## config.mk

```make
export PLATFORM = sky130hd
export DESIGN_NAME = pipe3_seq
export DESIGN_NICKNAME = d
export VERILOG_FILES = /design/src/rtl/pipe3_pkg.sv /design/src/rtl/pipe3_fetch.sv /design/src/rtl/pipe3_decode.sv /design/src/rtl/pipe3_execute.sv /design/src/rtl/pipe3_seq.sv
export SDC_FILE = /design/constraint.sdc
export NUM_CORES = 1
export LEC_CHECK = 0
export BUFFER_PORTS_ARGS = -buffer_cell sky130_fd_sc_hd__buf_2
export CAP_MARGIN = 20
export CELL_PAD_IN_SITES_DETAIL_PLACEMENT = 0
export CELL_PAD_IN_SITES_GLOBAL_PLACEMENT = 2
export CORE_ASPECT_RATIO = 1.25
export CORE_UTILIZATION = 30
export CTS_CLUSTER_SIZE = 25
export DETAILED_ROUTE_END_ITERATION = 10
export PLACE_DENSITY_LB_ADDON = 0.15
export SLEW_MARGIN = 20
export SYNTH_ARGS = -nofsm -noshare
export SYNTH_HDL_FRONTEND = slang
export SYNTH_SLANG_ARGS = --single-unit
```

## constraint.sdc

```tcl
create_clock -name clk -period 3.35 [get_ports clk]
set_input_delay 0.335 -clock clk [delete_from_list [all_inputs] [get_ports clk]]
set_output_delay 0.335 -clock clk [all_outputs]
set_load 0.05 [all_outputs]
```

## src/rtl/pipe3_pkg.sv

```systemverilog
package pipe3_pkg;
  localparam int WORD_W  = 16;
  localparam int OP_W    = 4;
  localparam int IMM_W   = 8;
  localparam int SADDR_W = 12;
  localparam int COND_W  = 3;
  localparam int TGT_W   = 9;
  localparam int CC_W    = IMM_W;

  typedef enum logic [OP_W-1:0] {
    OP_NOP = 4'd0,
    OP_ORM = 4'd1,
    OP_ORC = 4'd2,
    OP_LDS = 4'd3,
    OP_LDL = 4'd4,
    OP_JCC = 4'd5
  } op_e;

  typedef struct packed {
    logic              valid;
    op_e               op;
    logic [IMM_W-1:0]  imm;
    logic              two;
    logic              rom;
    logic [WORD_W-1:0] addr;
    logic [COND_W-1:0] cond;
    logic [TGT_W-1:0]  tgt;
  } dec_pkt_t;

  function automatic op_e op_of(input logic [WORD_W-1:0] w);
    case (w[WORD_W-1 -: OP_W])
      4'd1:    return OP_ORM;
      4'd2:    return OP_ORC;
      4'd3:    return OP_LDS;
      4'd4:    return OP_LDL;
      4'd5:    return OP_JCC;
      default: return OP_NOP;
    endcase
  endfunction
endpackage

```

## src/rtl/pipe3_fetch.sv

```systemverilog
module pipe3_fetch
  import pipe3_pkg::*;
(
  input  logic              clk,
  input  logic              rst_n,
  input  logic              pw_valid,
  output logic              pw_ready,
  output logic              hs,
  output logic [WORD_W-1:0] pc
);
  logic go;

  always_ff @(posedge clk) begin
    if (!rst_n) begin
      go <= 1'b0;
      pc <= '0;
    end else begin
      go <= 1'b1;
      if (hs) pc <= pc + 1'b1;
    end
  end

  assign pw_ready = go;
  assign hs       = pw_valid && go;

  assert_pc_step_R10: assert property (@(posedge clk) disable iff (!rst_n)
    hs |=> pc == $past(pc) + 1'b1);
  assert_pc_hold_R10: assert property (@(posedge clk) disable iff (!rst_n)
    !hs |=> $stable(pc));
endmodule

```

## src/rtl/pipe3_decode.sv

```systemverilog
module pipe3_decode
  import pipe3_pkg::*;
#(
  parameter int ROM_DEPTH = 256,
  parameter int ROM_BIT   = 2
) (
  input  logic              clk,
  input  logic              rst_n,
  input  logic              hs,
  input  logic [WORD_W-1:0] pw_data,
  input  logic [CC_W-1:0]   mode,
  output logic              dec_v,
  output dec_pkt_t          pkt
);
  localparam logic [WORD_W-1:0] ROM_LIM = WORD_W'(ROM_DEPTH);

  logic [WORD_W-1:0] dec_word;
  logic              is_two, wait_ext, take_ext;
  logic [WORD_W-1:0] addr;

  assign is_two   = op_of(dec_word) == OP_LDL;
  assign wait_ext = dec_v && is_two && !hs;
  assign take_ext = dec_v && is_two && hs;

  always_ff @(posedge clk) begin
    if (!rst_n) begin
      dec_v    <= 1'b0;
      dec_word <= '0;
    end else if (!wait_ext) begin
      dec_v <= hs && !take_ext;
      if (hs && !take_ext) dec_word <= pw_data;
    end
  end

  // address formed here, with the map in force during this decode cycle
  assign addr = is_two ? pw_data
                       : {{(WORD_W-SADDR_W){1'b0}}, dec_word[SADDR_W-1:0]};

  always_comb begin
    pkt       = '0;
    pkt.valid = dec_v && !wait_ext;
    pkt.op    = op_of(dec_word);
    pkt.imm   = dec_word[IMM_W-1:0];
    pkt.two   = is_two;
    pkt.addr  = addr;
    pkt.rom   = mode[ROM_BIT] && (addr < ROM_LIM);
    pkt.cond  = dec_word[TGT_W +: COND_W];
    pkt.tgt   = dec_word[TGT_W-1:0];
  end

  assert_ext_not_opcode_R3: assert property (@(posedge clk) disable iff (!rst_n)
    take_ext |=> !dec_v);
  assert_wait_holds_R4: assert property (@(posedge clk) disable iff (!rst_n)
    wait_ext |=> dec_v && $stable(dec_word));
endmodule

```

## src/rtl/pipe3_execute.sv

```systemverilog
module pipe3_execute
  import pipe3_pkg::*;
(
  input  logic              clk,
  input  logic              rst_n,
  input  dec_pkt_t          pkt,
  output logic              exe_v,
  output logic              retire,
  output logic              mem_valid,
  output logic              mem_rom,
  output logic [WORD_W-1:0] mem_addr,
  output logic              br_valid,
  output logic              br_taken,
  output logic [TGT_W-1:0]  br_target,
  output logic [CC_W-1:0]   mode,
  output logic [CC_W-1:0]   cc
);
  dec_pkt_t ex;
  logic     ph1, first_two, final_slot;

  assign first_two  = ex.valid && ex.two && !ph1;
  assign final_slot = ex.valid && !first_two;

  always_ff @(posedge clk) begin
    if (!rst_n) begin
      ex   <= '0;
      ph1  <= 1'b0;
      mode <= '0;
      cc   <= '0;
    end else begin
      if (first_two) begin
        ph1 <= 1'b1;
      end else begin
        ex  <= pkt;
        ph1 <= 1'b0;
      end
      if (final_slot && ex.op == OP_ORM) mode <= mode | ex.imm;
      if (final_slot && ex.op == OP_ORC) cc   <= cc | ex.imm;
    end
  end

  assign exe_v     = ex.valid;
  assign retire    = final_slot;
  assign mem_valid = final_slot && (ex.op == OP_LDS || ex.op == OP_LDL);
  assign mem_rom   = ex.rom;
  assign mem_addr  = ex.addr;
  assign br_valid  = final_slot && ex.op == OP_JCC;
  assign br_taken  = br_valid && cc[ex.cond];
  assign br_target = ex.tgt;

  assert_decode_empty_R3: assert property (@(posedge clk) disable iff (!rst_n)
    first_two |-> !pkt.valid);
  assert_second_slot_R3: assert property (@(posedge clk) disable iff (!rst_n)
    first_two |=> exe_v && retire);
  assert_mode_commit_R7: assert property (@(posedge clk) disable iff (!rst_n)
    (final_slot && ex.op == OP_ORM) |=> mode == ($past(mode) | $past(ex.imm)));
  assert_cc_commit_R8: assert property (@(posedge clk) disable iff (!rst_n)
    (final_slot && ex.op == OP_ORC) |=> cc == ($past(cc) | $past(ex.imm)));
endmodule

```

## src/rtl/pipe3_seq.sv

```systemverilog
module pipe3_seq
  import pipe3_pkg::*;
#(
  parameter int ROM_DEPTH = 256,
  parameter int ROM_BIT   = 2
) (
  input  logic              clk,
  input  logic              rst_n,
  output logic [WORD_W-1:0] fetch_addr,
  input  logic              pw_valid,
  input  logic [WORD_W-1:0] pw_data,
  output logic              pw_ready,
  output logic              stg_fetch,
  output logic              stg_decode,
  output logic              stg_exec,
  output logic              retire,
  output logic              mem_valid,
  output logic              mem_rom,
  output logic [WORD_W-1:0] mem_addr,
  output logic              br_valid,
  output logic              br_taken,
  output logic [TGT_W-1:0]  br_target,
  output logic [CC_W-1:0]   ccr
);
  logic            hs;
  logic [CC_W-1:0] mode;
  dec_pkt_t        pkt;

  pipe3_fetch u_fetch (
    .clk(clk), .rst_n(rst_n), .pw_valid(pw_valid),
    .pw_ready(pw_ready), .hs(hs), .pc(fetch_addr)
  );

  pipe3_decode #(.ROM_DEPTH(ROM_DEPTH), .ROM_BIT(ROM_BIT)) u_decode (
    .clk(clk), .rst_n(rst_n), .hs(hs), .pw_data(pw_data),
    .mode(mode), .dec_v(stg_decode), .pkt(pkt)
  );

  pipe3_execute u_exec (
    .clk(clk), .rst_n(rst_n), .pkt(pkt), .exe_v(stg_exec), .retire(retire),
    .mem_valid(mem_valid), .mem_rom(mem_rom), .mem_addr(mem_addr),
    .br_valid(br_valid), .br_taken(br_taken), .br_target(br_target),
    .mode(mode), .cc(ccr)
  );

  assign stg_fetch = hs;

  assert_fetch_is_handshake_R2: assert property (@(posedge clk) disable iff (!rst_n)
    stg_fetch |-> pw_ready && pw_valid);
endmodule

```

==> run metrics <==
Synth Warn # 0; Cell Pwr Density 539 mW/mm^2; FFs w/ async S/R, synth 0; LEAKAGE 1.60 nW; Worst Max-Slew Pin Slew 0.813 ns; PortBufs 76; Synth top cells by count dfxtp_1 (78), nand2_1 (54), a21oi_1 (45), nor2_1 (32), nand3_1 (30); Critical Path Max Stage Delay 0.32 ns; # resized after CTS 0; fin crit period 2.07 ns; global-route wire length before repair 12800 um; Comb power frac 0.074; CTS tree done; syn_nets 406; slowest cell on the critical path dfxtp_1; worst min path class input pin to register; Sink Count 78; status finished, final reports clean; clock latency on the worst-skew pair 0.33 ns; initial antenna violation count 0; Die Width 96.2 um; overflow left after global routing 0; final setup vio count 0; total length of routed wires 7850 um; Psw 0.000517 W; IO Count 77; register area share after synthesis 0.470; max-slew violations 0; detailed-route DRC error count 0; period utilization 0.618; layout cells sized above 1 0.248; Clock power frac 0.467; Std-Cell Rows 42; area grow syn2layout 18.9%; synth top area cells dfxtp_1 (47%), a21oi_1 (6.8%), buf_4 (6.1%); Post-DP Area 0.00364 mm^2; Max Clock Skew 0.00538 ns; Slew HR 0.457; post-CTS setup buffers 0; Crit. End Element primary output; switching share of power 0.242; total CTS buffers 9; largest net degree at the start of global routing 51; post-route setup TNS 0 ns; simple-gate share of the synthesized area 0.228; die footprint 0.0115 mm^2; RSZ-0062 raised after global routing no; Top cell by count, worst path nor2b_1; layout filler cell count 1103; CTS root buffer clkbuf_16; post-synth top area share 0.470; Post-synth EDFFs 0; Crit Path Max Fanout 4; vias per cell 4.71; hpwl dp 5450 um; Worst-path clk slew 0.06 ns; Final Net Count 451; #FFs+latches synth 78; area leader, netlist dfxtp_1; Initial Utilization 0.312; Worst EP required 3.01 ns; Initial DRC Count 111; synthesized instance count 386; WHS 0.237 ns; Startpoint Class register; Top FF cell, synth dfxtp_1; largest family of logic cells by synthesized area simple AND/OR/NAND/NOR gates; maximum clock path buffer count 2; post-route cell area 0.00395 mm^2; gp weighted congestion 0.723; Sequential Power Share 0.458; Synth Area per Inst 8.62 um^2; area used by multi-input combinational logic 0.00148 mm^2; die height 120 um; via count 2676; DR pass1 iterations 4; Synth cell types 38; multiplexer share of the synthesized area 0.0587; worst vdd ir 0.282 mV; Adder-Cell Fraction of Synth Area 0.00376; Max Clock Freq 483 MHz; gr usage total 0.146; total of max-cap violations 0; complex-gate fraction of the synthesized area 0.119; vias in the first global route 2529; cell with the most instances after synthesis dfxtp_1; XOR/XNOR Fraction of Synth Area 0.0290; post-route ant nets 0; Post-Place Setup Slack 1.38 ns; # diodes 0; core area 0.0107 mm^2; PnR worst setup slack 1.28 ns; Sequential Area 0.00156 mm^2; internal power 0.00161 W; H-tree depth 3; hold buffer count at CTS 0; Wirelength per Cell 13.8 um; Final Hold Vio Count 0; WP data arrival 1.73 ns; Post-Syn Area 0.00333 mm^2; critical setup path kind register to primary output; CP cell instances nor2b_1, nand2b_1, and4bb_2, nor2b_1, buf_2
-- flip-flops by register name, summed over array words and instances (netlist names) --
name	cells
u_decode.dec_v	1
u_exec.ex	14
u_fetch.pw_ready	1
u_exec.exe_v	1
u_exec.mem_rom	1
u_exec.mem_addr	16
u_fetch.pc	16
u_decode.dec_word	16
u_exec.mode	1
u_exec.br_target	2
u_exec.ph1	1
u_exec.cc	8
-- final timing paths --
| kind | startpoint | end | slack (ns) | cells past startpoint |
|---|---|---|---|---|
| worst max-delay path | u_exec.ex[29]$_SDFFE_PN0N_ | br_taken | 1.28 | 5 |
| worst min-delay path | pw_data[2] | u_decode.dec_word[2]$_SDFFE_PN0P_ | 0.24 | 3 |
| worst max register to register | u_fetch.pc[0]$_SDFFE_PN0P_ | u_fetch.pc[14]$_SDFFE_PN0P_ | 1.69 | 5 |
| worst min register to register | u_exec.mem_addr[12]$_SDFFE_PN0N_ | u_exec.mem_addr[12]$_SDFFE_PN0N_ | 0.45 | 2 |
-- power by group through the flow --
stage	registers, W	logic (W)	clock network, W
after floorplan	0.00100	0.000120	0
after global placement	0.000997	0.000160	0
after detailed placement	0.000997	0.000160	0
after CTS	0.000977	0.000160	0.00103
after global routing	0.000980	0.000173	0.00107
final	0.000977	0.000159	0.000996
-- cells by family (layout without fill, tap and decap cells) --
kind of cell	Yosys count	after routing
buf+inv	53	103
xor+xnor	11	11
fa+ha+maj	1	1
compound gates	78	78
flops	78	78
mux	17	17
simple gates	148	148
-- cells in the final DEF (no fill, tap or decap), types with 2 or more instances in the layout --
cell type / count
nor2b_1: 2
dfxtp_1: 78
nand2_1: 54
o21ai_1: 3
nor4b_4: 2
xnor2_1: 10
nand4_4: 2
mux2i_1: 15
inv_1: 6
nor3_1: 6
nor4_1: 4
or3_1: 2
or4_1: 2
nand2b_1: 3
clkinvlp_4: 3
clkbuf_8: 2
mux4_2: 2
a21oi_1: 44
nor2_1: 32
nand3_1: 30
o21ai_0: 28
buf_4: 4
clkbuf_16: 9
buf_2: 76
-- final cells by class --
cell class,count,share of cell area
sequential,78,0.395
multi-input combinational,255,0.374
timing repair buffer,80,0.104
clock buffer,11,0.0639
tap,132,0.0418
clock inverter,5,0.0146
inverter,7,0.00665
-- metrics by stage --
stage	instances	utilization	total power [W]
floorplan	386	-	0.00112
global placement	552	0.341	0.00116
detailed placement	552	0.341	0.00116
CTS	568	0.370	0.00216
global route	568	0.371	0.00223
finish	568	0.371	0.00213
-- worst max-delay path, delay by kind of cell (launching register included) --
kind	cells	cell delay [ns]
flip-flops	1	0.32
AND/OR/NAND/NOR	4	0.88
buffers and inverters	1	0.21
-- layer usage --
layer | share of wire | global-route usage | vias to the layer above | routed length, um
met1 | 0.49 | 0.193 | 1229 | 3870
met3 | 0.040 | 0.0342 | 2 | 315
li1 | - | - | 1390 | -
met2 | 0.46 | 0.222 | 55 | 3610
met5 | 0 | 0 | - | 0
met4 | 0.0065 | 0.0644 | 0 | 51
No activity file was read; power rests on OpenSTA's default activity.
